**config.mk**
```make
export PLATFORM = sky130hd
export DESIGN_NAME = lol_slip_detector
export DESIGN_NICKNAME = d
export VERILOG_FILES = /design/src/rtl/lol_pkg.sv /design/src/rtl/lol_ref_sync.sv /design/src/rtl/lol_divider.sv /design/src/rtl/lol_slip_fsm.sv /design/src/rtl/lol_lock_fsm.sv /design/src/rtl/lol_slip_detector.sv
export SDC_FILE = /design/constraint.sdc
export NUM_CORES = 1
export LEC_CHECK = 0
export ABC_AREA = 1
export ABC_CLOCK_PERIOD_IN_PS = 2800
export CORE_MARGIN = 2
export CORE_UTILIZATION = 49
export DETAILED_ROUTE_END_ITERATION = 10
export PLACE_DENSITY = 0.7
export SYNTH_ARGS = -nofsm -noshare
export SYNTH_HDL_FRONTEND = slang
export SYNTH_HIERARCHICAL = 1
export SYNTH_SLANG_ARGS = --single-unit
```
**constraint.sdc**
```tcl
create_clock -name clk_fast -period 2.8 [get_ports clk_fast]
set_input_delay 0.7 -clock clk_fast [delete_from_list [all_inputs] [get_ports clk_fast]]
set_output_delay 0.7 -clock clk_fast [all_outputs]
set_load 0.03 [all_outputs]
```
**src/rtl/lol_pkg.sv**
```systemverilog
package lol_pkg;

    typedef enum logic [1:0] {
        SL_START    = 2'd0,
        SL_REF_LAST = 2'd1,
        SL_DIV_LAST = 2'd2
    } slip_state_t;

    typedef enum logic [1:0] {
        LK_ACQUIRE = 2'd0,
        LK_HOLD    = 2'd1,
        LK_LOCKED  = 2'd2
    } lock_state_t;

endpackage

```
**src/rtl/lol_ref_sync.sv**
```systemverilog
module lol_ref_sync #(
    parameter int STAGES = 2
) (
    input  logic clk,
    input  logic rst_n,
    input  logic ref_in,
    output logic ref_fall
);
    // STAGES synchronizer flops plus one history flop for edge detection
    logic [STAGES:0] pipe;

    always_ff @(posedge clk or negedge rst_n) begin
        if (!rst_n) begin
            pipe <= '0;
        end else begin
            pipe <= {pipe[STAGES-1:0], ref_in};
        end
    end

    assign ref_fall = pipe[STAGES] & ~pipe[STAGES-1];

endmodule

```
**src/rtl/lol_divider.sv**
```systemverilog
module lol_divider #(
    parameter int RATIO = 16
) (
    input  logic clk,
    input  logic rst_n,
    output logic div_edge
);
    localparam int W = (RATIO > 1) ? $clog2(RATIO) : 1;
    localparam logic [W-1:0] LAST = W'(RATIO - 1);

    logic [W-1:0] cnt;

    always_ff @(posedge clk or negedge rst_n) begin
        if (!rst_n) begin
            cnt <= '0;
        end else if (cnt == LAST) begin
            cnt <= '0;
        end else begin
            cnt <= cnt + 1'b1;
        end
    end

    assign div_edge = (cnt == LAST);

endmodule

```
**src/rtl/lol_slip_fsm.sv**
```systemverilog
module lol_slip_fsm
    import lol_pkg::*;
(
    input  logic clk,
    input  logic rst_n,
    input  logic ref_fall,
    input  logic div_edge,
    output logic slip_evt,
    output logic slip_raw,
    output logic slip_up,
    output logic slip_dn
);
    slip_state_t state, state_nx;
    logic up_nx, dn_nx;

    always_comb begin
        state_nx = state;
        up_nx    = 1'b0;
        dn_nx    = 1'b0;
        unique case (state)
            SL_START: begin
                if (ref_fall && !div_edge)      state_nx = SL_REF_LAST;
                else if (div_edge && !ref_fall) state_nx = SL_DIV_LAST;
            end
            SL_REF_LAST: begin
                if (ref_fall && !div_edge)      up_nx    = 1'b1;
                else if (div_edge && !ref_fall) state_nx = SL_DIV_LAST;
            end
            SL_DIV_LAST: begin
                if (div_edge && !ref_fall)      dn_nx    = 1'b1;
                else if (ref_fall && !div_edge) state_nx = SL_REF_LAST;
            end
            default: state_nx = SL_START;
        endcase
    end

    assign slip_evt = up_nx | dn_nx;

    // state register
    always_ff @(posedge clk or negedge rst_n) begin
        if (!rst_n) state <= SL_START;
        else        state <= state_nx;
    end

    // output register
    always_ff @(posedge clk or negedge rst_n) begin
        if (!rst_n) begin
            slip_up  <= 1'b0;
            slip_dn  <= 1'b0;
            slip_raw <= 1'b0;
        end else begin
            slip_up  <= up_nx;
            slip_dn  <= dn_nx;
            slip_raw <= slip_evt;
        end
    end

endmodule

```
**src/rtl/lol_lock_fsm.sv**
```systemverilog
module lol_lock_fsm
    import lol_pkg::*;
#(
    parameter int CNT_W      = 12,
    parameter int ACQ_CYCLES = 16
) (
    input  logic             clk,
    input  logic             rst_n,
    input  logic             ref_fall,
    input  logic             slip_evt,
    input  logic [CNT_W-1:0] stretch_len,
    output logic             lock_n
);
    localparam logic [CNT_W:0] ACQ_END = (CNT_W+1)'(ACQ_CYCLES);

    lock_state_t      state, state_nx;
    logic [CNT_W-1:0] cnt, cnt_nx;
    logic [CNT_W:0]   cnt_inc;
    logic             clean;
    logic             hold_done;
    logic             acq_done;

    assign clean     = ref_fall & ~slip_evt;
    assign cnt_inc   = {1'b0, cnt} + 1'b1;
    assign hold_done = (cnt_inc >= {1'b0, stretch_len});
    assign acq_done  = (cnt_inc >= ACQ_END);

    always_comb begin
        state_nx = state;
        cnt_nx   = cnt;
        unique case (state)
            LK_ACQUIRE: begin
                if (slip_evt) begin
                    cnt_nx = '0;
                end else if (clean) begin
                    if (acq_done) begin
                        state_nx = LK_LOCKED;
                        cnt_nx   = '0;
                    end else begin
                        cnt_nx = cnt_inc[CNT_W-1:0];
                    end
                end
            end
            LK_HOLD: begin
                if (slip_evt) begin
                    cnt_nx = '0;
                end else if (clean) begin
                    if (hold_done) begin
                        state_nx = LK_LOCKED;
                        cnt_nx   = '0;
                    end else begin
                        cnt_nx = cnt_inc[CNT_W-1:0];
                    end
                end
            end
            LK_LOCKED: begin
                if (slip_evt) begin
                    state_nx = LK_HOLD;
                    cnt_nx   = '0;
                end
            end
            default: begin
                state_nx = LK_ACQUIRE;
                cnt_nx   = '0;
            end
        endcase
    end

    // state register
    always_ff @(posedge clk or negedge rst_n) begin
        if (!rst_n) begin
            state <= LK_ACQUIRE;
            cnt   <= '0;
        end else begin
            state <= state_nx;
            cnt   <= cnt_nx;
        end
    end

    // output register
    always_ff @(posedge clk or negedge rst_n) begin
        if (!rst_n) lock_n <= 1'b0;
        else        lock_n <= (state_nx == LK_LOCKED);
    end

endmodule

```
**src/rtl/lol_slip_detector.sv**
```systemverilog
module lol_slip_detector #(
    parameter int DIV_RATIO   = 16,
    parameter int ACQ_CYCLES  = 16,
    parameter int CNT_W       = 12,
    parameter int SYNC_STAGES = 2
) (
    input  logic             clk_fast,
    input  logic             rst_n,
    input  logic             ref_clk,
    input  logic [CNT_W-1:0] stretch_len,
    output logic             slip_raw,
    output logic             slip_up,
    output logic             slip_dn,
    output logic             lock_n
);
    logic ref_fall;
    logic div_edge;
    logic slip_evt;

    lol_ref_sync #(.STAGES(SYNC_STAGES)) u_sync (
        .clk      (clk_fast),
        .rst_n    (rst_n),
        .ref_in   (ref_clk),
        .ref_fall (ref_fall)
    );

    lol_divider #(.RATIO(DIV_RATIO)) u_div (
        .clk      (clk_fast),
        .rst_n    (rst_n),
        .div_edge (div_edge)
    );

    lol_slip_fsm u_slip (
        .clk      (clk_fast),
        .rst_n    (rst_n),
        .ref_fall (ref_fall),
        .div_edge (div_edge),
        .slip_evt (slip_evt),
        .slip_raw (slip_raw),
        .slip_up  (slip_up),
        .slip_dn  (slip_dn)
    );

    lol_lock_fsm #(.CNT_W(CNT_W), .ACQ_CYCLES(ACQ_CYCLES)) u_lock (
        .clk         (clk_fast),
        .rst_n       (rst_n),
        .ref_fall    (ref_fall),
        .slip_evt    (slip_evt),
        .stretch_len (stretch_len),
        .lock_n      (lock_n)
    );

endmodule

```
After elaboration in Yosys (flattened, before gate mapping):

Index checks and enable logic that the tools add are counted.

* input bits: 15
* bits in registers: 27

* bitwise logic cells: 5
* reduce and logical (&&, ||, !) cells: 8
* mux-type cells: 27
* eq/ne operators: 12
* $lt $le $gt $ge: 2
* add/sub/neg operators: 2

Operators by type and width (number)
* $mux W12: 7
* $pmux W12 S3: 1
* $mux W2: 12
* $add A12 B1 Y13 const B: 1
* $ge A13 B12 Y1: 1
* $ge A13 B5 Y1 const B: 1
* $pmux W2 S3: 2
* $eq A2 B2 Y1 const B: 3
* $ne A3 B1 Y1 const B: 2
* $reduce_and A3 Y1: 2
* $add A4 B1 Y4 const B: 1
* $eq A2 B1 Y1 const B: 2
* $eq A4 B4 Y1 const B: 1
* $logic_not A2 Y1: 2
* $mux W1: 4
* $mux W4: 1
* $ne A2 B1 Y1 const B: 2
* $ne A2 B2 Y1 const B: 2
* $and A1 B1 Y1: 2
* $logic_and A1 B1 Y1: 2
* $logic_not A1 Y1: 2
* $not A1 Y1: 2
* $or A1 B1 Y1: 1

Depth between registers and ports, before layout:

Gate-level depths: netlist of run 1.

* depth in word-level cells: 13
* gate-level depth with buffers: 18
* gate-level depth less buffers: 18

Cells and area by module:

The synthesis of run 1 kept the hierarchy.

Modules (own cells, without submodules)
* lol_lock_fsm: sequential area each 375.4 um2, area an instance 1453.9 um2, instances 1, cells each 207
* lol_slip_fsm: sequential area each 125.1 um2, area an instance 209.0 um2, instances 1, cells each 26
* lol_divider: sequential area each 100.1 um2, area an instance 168.9 um2, instances 1, cells each 17
* lol_ref_sync: sequential area each 75.1 um2, area an instance 85.1 um2, instances 1, cells each 5

Least setup slack after synthesis of run 1:

No wires, ideal clock.

* path type: reg2reg
* start point: reg u_lock.cnt[0]
* end point: reg u_lock.cnt[8]
* arrival time: 2.339 ns
* slack: 0.336 ns
* setup time: 0.126 ns
* cell stages (with the launch flop): 19
* path buffers: 0
* cells stage by stage: dfrtp_1 -> ha_1 -> nand2_2 -> nor2_4 -> nand2_1 -> xor2_1 -> inv_1 -> ha_1 -> nand2_1 -> nor3_1 -> nand2_1 -> inv_2 -> nand2_1 -> nor2_2 -> nor2_4 -> nand3_4 -> nand2_4 -> nand2_4 -> o21ai_2

* cells in the longest elaborated chain, start to end: 6
* elaborated cells on any way between the ends: 10
* those cells by class: 1 x add/sub; 2 x order compare; 7 x mux

RTL lines
* start, declared: line lol_lock_fsm.sv:17 `logic [CNT_W-1:0] cnt, cnt_nx;`
* start signal, assigned: line lol_lock_fsm.sv:76 `cnt <= cnt_nx;`
* $add A12 B1 Y13 (*): line lol_lock_fsm.sv:24 `assign cnt_inc = {1'b0, cnt} + 1'b1;`
* $ge A13 B12 Y1 / $ge A13 B5 Y1 (equally long branches): line lol_lock_fsm.sv:25, lol_lock_fsm.sv:26
* $mux W12, on equally long branches: line lol_lock_fsm.sv:48, lol_lock_fsm.sv:36
* $mux W12, on equally long branches: line lol_lock_fsm.sv:47, lol_lock_fsm.sv:35
* $mux W12, on equally long branches: line lol_lock_fsm.sv:45, lol_lock_fsm.sv:33
* $pmux W12 S3 (*): line lol_lock_fsm.sv:31 `unique case (state)`

Mark *: on every way between the ends. The rest lies on a longest branch, timed or not. The select of a mux whose other input is x is not followed.
A chain may end at the register's enable or synchronous reset.

Worst setup path after layout of run 1:

* start point: reg u_lock.cnt[0]
* end point: reg u_lock.cnt[3]

The elaborated chain is that of the path after synthesis.

==> qor_table.md, run 1 <==
| Result | Value |
|:---|:---|
| Critical Path Sink Type | flip-flop |
| Setup Viol. Count Final | 0 |
| Count of boundary I/O pins | 19 |
| Vias | 1615 |
| Worst IR drop on VDD | 0.000327 V |
| Worst slew margin relative to its limit | 0.703 |
| Max Fclk | 388 MHz |
| Largest fanout on the critical path | 7 |
| Data required time at the worst endpoint | 2.96 ns |
| Proportion of layout cells with a drive suffix above 1 | 0.208 |
| Max Cap Violations | 0 |
| Kind of critical path | reg -> reg |
| Register share of total power | 0.425 |
| Net Count, Synth | 282 |
| Hold path start | u_sync/pipe[0]$_DFF_PN0_ |
| Distinct cell type count of the synthesized netlist | 32 |
| Area of the core | 3720 um^2 |
| Syn Inst Count | 255 |
| WHS | 0.356 ns |
| Hold Path End | u_sync/pipe[1]$_DFF_PN0_ |
| Cell internal power dissipation | 0.704 mW |
| Worst Hold Class | reg -> reg |
| Fraction of post-synthesis cell area in the top cell type by area | 0.352 |
| Maximum root-to-sink buffer count | 2 |
| Row cnt | 22 |
| Via count of the first global-routing pass | 1601 |
| Count of input and output buffers | 18 |
| Static leakage power | 1.22 nW |
| Clock Tree Root | clkbuf_8 |
| Switching power share of the total | 0.363 |
| Outcome | completed |
| Slack of the worst reg-to-reg path | 0.22 ns |
| Die Width | 66.5 um |
| Clock tree from TritonCTS | built |
| Post-synthesis register bit count | 27 |
| Netlist Area Pre-Place | 1920 um^2 |
| Count of unresolved DRC violations after routing | 0 |
| Total global routing overflow | 0 |
| Switching component of the power | 0.400 mW |
| CTS H-tree depth | 1 |
| Synthesis warning total | 6 |
| Overall global routing resource usage | 0.199 |
| R2r endpoint | u_lock/cnt[3]$_DFFE_PN0P_ |
| Floorplan die height | 66.5 um |
| Antenna Nets Post-Route | 0 |
| Number of buffers created by CTS | 3 |
| Post-detailed-route wirelength per cell | 11.6 um |
| Antenna violations before repair | 0 |
| Hold Path Stages | 0 |
| Setup TNS | 0 ns |
| Clock-pin slew on the worst setup and hold paths | 0.09 ns |
| Weighted congestion at the end of routability-driven global placement | 0.945 |
| Die ar. | 4430 um^2 |
| Clock latency at the later pin of the worst-skew pair | 0.28 ns |
| Post-layout minimum cycle time | 2.58 ns |
| DR iter-0 viols | 45 |
| Sink count of the clock tree | 27 |
| Mean instance size in the synthesized netlist | 7.52 um^2 |
| Cell type contributing the most total cell area after synthesis | dfrtp_1 |
| EDFF count, synth | 0 |
| Post-synth top cells | nand2_1 (67), inv_1 (48), dfrtp_1 (27), nand3_1 (20), nor2_1 (14) |
| FF-to-FF Start | u_lock/cnt[0]$_DFFE_PN0P_ |
| Share of async-settable or async-resettable flops after synthesis | 1.00 |
| Wire length of the first global-routing pass | 6710 um |
| Total inserted antenna cells | 0 |
| Startpoint Class | flip-flop |
| Worst path arrival time | 2.74 ns |
| TritonRoute pass-1 iters | 4 |
| Initial cell density of the core | 0.516 |
| Sequential area share after synthesis | 0.352 |
| Top cells by area in the synthesized netlist | dfrtp_1 (35%), nand2_1 (13%), inv_1 (9.4%) |
| HPWL after detailed placement | 2980 um |
| Slew of the pin with the lowest slew margin | 0.446 ns |
| Total wire length after detailed routing | 3850 um |
| Largest net degree at the start of global routing | 28 |
| Per-cell via count in the routed design | 4.86 |
| Area grow syn2layout | 20.4% |
| Total power per unit cell area | 478 nW/um^2 |
| Primary FF master, synth | dfrtp_1 |
| Layout Nets | 312 |
| Final worst-path cycle share | 0.922 |
| Slew Viols, Final | 0 |
| Most instantiated library cell after synthesis | nand2_1 |
| Count of fill cells added during filler insertion | 334 |
| Unrepaired setup endpoints after global routing | no |
| Fraction of power consumed by combinational cells | 0.369 |
| Number of cell instances on the worst register-to-register path | 17 |
| Clock Skews | 0.00168 ns |
| Final hold violation count | 0 |
| Share of power burned in the clock network | 0.206 |
[worst max-delay path by stage]
stage | startpoint | to | slack (ns) | cells past startpoint
2_1_floorplan | u_lock/cnt[0]$_DFFE_PN0P_ | u_lock/cnt[8]$_DFFE_PN0P_ | 0.34 | 18
3_3_place_gp | stretch_len[8] | u_lock/lock_n$_DFF_PN0_ | 0.1 | 13
3_5_place_dp | u_lock/cnt[1]$_DFFE_PN0P_ | u_lock/state[1]$_DFF_PN0_ | 0.10 | 17
4_1_cts | u_lock/cnt[1]$_DFFE_PN0P_ | u_lock/lock_n$_DFF_PN0_ | 0.06 | 17
5_1_grt | u_lock/cnt[0]$_DFFE_PN0P_ | u_lock/cnt[6]$_DFFE_PN0P_ | 0.01 | 17
6_report | u_lock/cnt[0]$_DFFE_PN0P_ | u_lock/cnt[3]$_DFFE_PN0P_ | 0.22 | 17
[metrics by stage]
| step | worst slack (ns) | power, mW | instance area (um^2) | utilization | cells |
|---|---|---|---|---|---|
| 6_report | 0.220 | 1.10 | 2310 | 0.621 | 332 |
| 5_1_grt | 0.0111 | 1.18 | 2310 | 0.621 | 332 |
| 4_1_cts | 0.0635 | 1.06 | 2230 | 0.599 | 328 |
| 3_5_place_dp | 0.101 | 0.830 | 2180 | 0.587 | 324 |
| 3_3_place_gp | 0.0984 | 0.823 | 2180 | 0.587 | 324 |
| 2_1_floorplan | 0.336 | 0.720 | 1920 | - | 255 |
[metal layers]
layer,track usage,part of all wire,up-vias
met2,0.351,0.48,25
met4,0.0791,0.025,0
li1,-,-,844
met1,0.248,0.46,735
met5,0,0,-
met3,0.0220,0.031,11
[placed cells by master, fill, tap and decap left out, drive strengths merged]
| master | count |
|---|---|
| ha | 12 |
| dfrtp | 27 |
| o22ai | 1 |
| xnor2 | 1 |
| a31o | 1 |
| nand2 | 78 |
| nor2 | 25 |
| clkinv | 1 |
| o21ai | 8 |
| a21boi | 1 |
| nand4 | 4 |
| nor3 | 4 |
| inv | 52 |
| a21oi | 4 |
| or2 | 2 |
| o211ai | 2 |
| xor2 | 6 |
| clkdlybuf4s50 | 18 |
| clkbuf | 3 |
| buf | 7 |
| nand3 | 26 |
| nand3b | 1 |
[cell type report]
| cell class | instances | area (um^2) | area share |
|---|---|---|---|
| Clock buffer | 3 | 41.3 | 0.0179 |
| Clock inverter | 1 | 5.00 | 0.00217 |
| Inverter | 52 | 195 | 0.0846 |
| Multi-Input combinational cell | 176 | 1090 | 0.474 |
| Sequential cell | 27 | 676 | 0.293 |
| Tap cell | 48 | 60.1 | 0.0260 |
| Timing Repair Buffer | 25 | 236 | 0.102 |
[power by group through the flow]
stage          clock, mW  combinational, mW  sequential (mW)
6_report           0.228              0.408            0.469
5_1_grt            0.247              0.458            0.474
4_1_cts            0.230              0.365            0.461
3_5_place_dp           0              0.363            0.467
3_3_place_gp           0              0.356            0.467
2_1_floorplan          0              0.249            0.471
[repair_timing]
| action | CTS | global route |
|---|---|---|
| hold buffers | 0 | 0 |
| resized for setup | 0 | 9 |
| buffers inserted | 0 | 4 |
| hold endpoints to repair | 0 | 0 |
| endpoints found under the setup margin | 0 | 15 |
[logic make-up after synthesis]
group                      after synthesis  synth area share
buffers and inverters                   52             0.102
and+or+nand+nor                        140             0.371
AOI/OAI and AO/OA                       17            0.0607
DFF                                     27             0.352
adders and majority gates               12            0.0783
xor gates and xnor gates                 7            0.0359
[registers in the layout (all words and copies together), names as in the netlist]
name and cells:
u_slip/slip_dn 1, u_slip/state 2, u_div/cnt 4, u_lock/state 2, u_slip/slip_up 1, u_sync/pipe 3, u_lock/lock_n 1, u_lock/cnt 12
u_slip/slip_raw 1
[critical path, stage by stage, from the launching register on]
cell,delay [ns]
dfrtp_1,0.44
buf_6,0.15
inv_1,0.12
nor2_4,0.06
buf_4,0.13
a31o_2,0.23
nand2_1,0.12
inv_1,0.06
ha_1,0.26
nand2_1,0.06
nor2_1,0.09
nand3_1,0.14
nor2_2,0.18
nor2_4,0.07
nand3_4,0.08
nand2_4,0.08
nand3_1,0.08
o21ai_0,0.09
No activity file was read; power rests on OpenSTA's default activity.
==> run 2: changes to the inputs <==
CELL_PAD_IN_SITES_DETAIL_PLACEMENT = 1   (was default)
CELL_PAD_IN_SITES_GLOBAL_PLACEMENT = 2   (was default)
CORE_MARGIN = 3   (was 2)
CORE_UTILIZATION = 33   (was 49)
PLACE_DENSITY = default   (was 0.7)
PLACE_DENSITY_LB_ADDON = 0.1   (was default)
==> run 2 against run 1 <==
Clock skew rose by 0.0011 ns. Hold slack improved by 0.0052 ns. Clock power barely moved. Critical path type unchanged. Critical endpoint is now u_lock/cnt[0]$_DFFE_PN0P_. Largest power group unchanged.
==> qor_table.md, run 2 (same netlist as run 1, synthesis figures left out) <==
| Result | Value | Delta |
|:---|:---|:---|
| Outcome | completed | unchanged |
| Wire length of the first global-routing pass | 7510 um | was 6710 um |
| Clock Tree Root | clkbuf_8 | unchanged |
| Crit path top cell by count | nand2_1 |  |
| Weighted congestion at the end of routability-driven global placement | 0.773 | was 0.945 |
| Total instance count after detailed placement | 351 | was 324 |
| Largest stage delay on the critical path | 0.39 ns | was 0.44 ns |
| Vias | 1624 | was 1615 |
| Critical Path Sink Type | flip-flop | unchanged |
| Slowest cell on the critical path | dfrtp_1 | unchanged |
| Antenna Nets Post-Route | 0 | unchanged |
| Leading cell types in the layout, fill and taps excluded | nand2_1 (67), inv_1 (48), dfrtp_1 (26), nand3_1 (20), clkdlybuf4s50_1 (18) | was nand2_1 (67), inv_1 (48), dfrtp_1 (27), nand3_1 (20), clkdlybuf4s50_1 (18) |
| Setup Viol. Count Final | 0 | unchanged |
| Final worst setup slack | 0.238 ns | was 0.220 ns |
| Post-layout minimum cycle time | 2.56 ns | was 2.58 ns |
| Switching component of the power | 0.391 mW | was 0.400 mW |
| Dpl ws | 0.0490 ns | was 0.101 ns |
| Total global routing overflow | 0 | unchanged |
| Floorplan die height | 82.2 um | was 66.5 um |
| Count of non-filler cells in the finished layout | 357 | was 332 |
| Largest net degree at the start of global routing | 28 | unchanged |
| Worst slew margin relative to its limit | 0.691 | was 0.703 |
| Hold path start | u_sync/pipe[0]$_DFF_PN0_ | unchanged |
| Slack of the worst reg-to-reg path | 0.24 ns | was 0.22 ns |
| Die Width | 82.2 um | was 66.5 um |
| Number of buffers created by CTS | 3 | unchanged |
| Post-detailed-route wirelength per cell | 12.3 um | was 11.6 um |
| Layout Nets | 313 | was 312 |
| HPWL after detailed placement | 3670 um | was 2980 um |
| Total power per unit cell area | 468 nW/um^2 | was 478 nW/um^2 |
| Number of cell instances on the worst register-to-register path | 18 | was 17 |
| Largest Register | u_lock/cnt | unchanged |
| Fraction of power consumed by combinational cells | 0.369 | about the same |
| Total wire length after detailed routing | 4390 um | was 3850 um |
| Count of input and output buffers | 18 | unchanged |
| Global routing met1 resource utilization | 0.194 | was 0.248 |
| Worst Hold Class | reg -> reg | unchanged |
| Proportion of layout cells with a drive suffix above 1 | 0.207 | was 0.208 |
| Per-cell via count in the routed design | 4.55 | was 4.86 |
| DR iter-0 viols | 46 | was 45 |
| Max Cap Violations | 0 | unchanged |
| Startpoint Class | flip-flop | unchanged |
| Sink count of the clock tree | 27 | unchanged |
| Registers with the most flip-flops | u_lock/cnt (12), u_div/cnt (4), u_sync/pipe (3) | unchanged |
| Sequential standard cell area | 677 um^2 | was 676 um^2 |
| Initial cell density of the core | 0.344 | was 0.516 |
| Count of unresolved DRC violations after routing | 0 | unchanged |
| Cell internal power dissipation | 0.697 mW | was 0.704 mW |
| Area grow syn2layout | 21.3% | was 20.4% |
| Flip-flop count of the largest register after layout | 12 | unchanged |
| Clock latency at the later pin of the worst-skew pair | 0.27 ns | was 0.28 ns |
| Maximum root-to-sink buffer count | 2 | unchanged |
| Most common cell after layout, fill and taps aside | nand2_1 | unchanged |
| Final hold violation count | 0 | unchanged |
| Worst path arrival time | 2.73 ns | was 2.74 ns |
| Total inserted antenna cells | 0 | unchanged |
| Critical Path, Cell by Cell | ha_2 -> nand2_2 -> nor2_4 -> nand2_1 -> xor2_2 -> inv_1 -> ha_1 -> nand2_1 -> nor3_2 -> nand2_1 -> inv_2 -> nand2_1 -> nor2_2 -> nor2_4 -> nand3_4 -> nand2_4 -> nand2_4 -> a21oi_2 | was buf_6 -> inv_1 -> nor2_4 -> buf_4 -> a31o_2 -> nand2_1 -> inv_1 -> ha_1 -> nand2_1 -> nor2_1 -> nand3_1 -> nor2_2 -> nor2_4 -> nand3_4 -> nand2_4 -> nand3_1 -> o21ai_0 |
| CTS H-tree depth | 1 | unchanged |
| Max Fclk | 390 MHz | was 388 MHz |
| Largest fanout on the critical path | 7 | unchanged |
| CP delay by family, top | simple AND/OR/NAND/NOR gates | unchanged |
| Count of boundary I/O pins | 19 | unchanged |
| FF-to-FF Start | u_lock/cnt[0]$_DFFE_PN0P_ | unchanged |
| TritonRoute pass-1 iters | 4 | unchanged |
| Hold Path Stages | 0 | unchanged |
| Clock tree from TritonCTS | built | unchanged |
| Layer with the highest usage after global routing | met2 | unchanged |
| Count of fill cells added during filler insertion | 709 | was 334 |
| Worst IR drop on VDD | 0.000257 V | was 0.000327 V |
| Register share of total power | 0.424 | was 0.425 |
| R2r endpoint | u_lock/cnt[0]$_DFFE_PN0P_ | was u_lock/cnt[3]$_DFFE_PN0P_ |
| Final worst-path cycle share | 0.915 | was 0.922 |
| Slew Viols, Final | 0 | unchanged |
| Global-route met3 utilization | 0.0206 | was 0.0220 |
| Hold-fix buffers, CTS | 0 | unchanged |
| Share of power burned in the clock network | 0.207 | was 0.206 |
| Row cnt | 27 | was 22 |
| Clock-pin slew on the worst setup and hold paths | 0.09 ns | about the same |
| Post-layout total power | 1.09 mW | was 1.10 mW |
| Clock Skews | 0.00280 ns | was 0.00168 ns |
| Slew of the pin with the lowest slew margin | 0.464 ns | was 0.446 ns |
| Antenna violations before repair | 0 | unchanged |
| Worst path buffer plus inverter count | 2 | was 4 |
| Area used by multi-input combinational logic | 1080 um^2 | was 1090 um^2 |
| Global-route track usage on met2 | 0.245 | was 0.351 |
| Kind of critical path | reg -> reg | unchanged |
| Die ar. | 6760 um^2 | was 4430 um^2 |
| Static leakage power | 1.21 nW | was 1.22 nW |
| Overall global routing resource usage | 0.146 | was 0.199 |
| Switching power share of the total | 0.359 | was 0.363 |
| Beginning of the critical path | u_lock/cnt[0]$_DFFE_PN0P_ | unchanged |
| Hold Path End | u_sync/pipe[1]$_DFF_PN0_ | unchanged |
| Data required time at the worst endpoint | 2.97 ns | was 2.96 ns |
| Post-Route Utilization | 0.417 | was 0.621 |
| Via count of the first global-routing pass | 1617 | was 1601 |
| Area of the core | 5570 um^2 | was 3720 um^2 |
[run 2: cell count changes in the layout (fill, tap and decap cells not counted)]
cell | before | now
buf_4 | 6 | 8
buf_6 | 1 | 0
clkbuf_1 | 0 | 1
clkinv_2 | 1 | 0
dfrtp_1 | 27 | 26
dfrtp_2 | 0 | 1
ha_2 | 0 | 1
ha_4 | 1 | 0
xor2_1 | 3 | 4
xor2_2 | 3 | 2
[run 2: repair_timing]
action	in CTS	in global routing
resized for setup	0	7
setup buffers	0	2
setup endpoints to repair	0	14
[run 2: per-stage QoR]
stage          setup TNS (ns)  hold WS, ns  area, um^2
3_3_place_gp                0        0.336        2230
4_1_cts                     0        0.367        2280
3_5_place_dp                0        0.344        2230
6_report                    0        0.361        2320
5_1_grt              -0.00667        0.371        2320
2_1_floorplan               0        0.331        1920
[run 2: layout make-up]
| cell class | count | area share |
|---|---|---|
| Clock buffer | 4 | 0.0194 |
| Inverter | 52 | 0.0840 |
| Multi-Input combinational cell | 176 | 0.463 |
| Sequential cell | 27 | 0.291 |
| Tap cell | 72 | 0.0388 |
| Timing Repair Buffer | 26 | 0.103 |
[run 2: how the worst max path moves through the flow]
stage	end	slack, ns	cells after the start
6_report	u_lock/cnt[0]$_DFFE_PN0P_	0.24	18
5_1_grt	u_lock/cnt[11]$_DFFE_PN0P_	-0.004	18
4_1_cts	u_lock/state[1]$_DFF_PN0_	0.03	17
3_5_place_dp	u_lock/state[1]$_DFF_PN0_	0.05	13
3_3_place_gp	u_lock/state[1]$_DFF_PN0_	0.003	17
2_1_floorplan	u_lock/cnt[8]$_DFFE_PN0P_	0.34	18
[run 2: layer usage]
layer,vias to the layer above,part of all wire
met2,11,0.49
met4,0,0.012
met5,-,0
li1,851,-
met3,5,0.017
met1,757,0.48
[run 2: power groups by stage]
| stage | registers, mW | logic [mW] | clock network, mW |
|---|---|---|---|
| after floorplan | 0.471 | 0.249 | 0 |
| after global placement | 0.469 | 0.375 | 0 |
| after detailed placement | 0.469 | 0.378 | 0 |
| after CTS | 0.462 | 0.381 | 0.236 |
| after global routing | 0.467 | 0.459 | 0.252 |
| final | 0.461 | 0.402 | 0.225 |
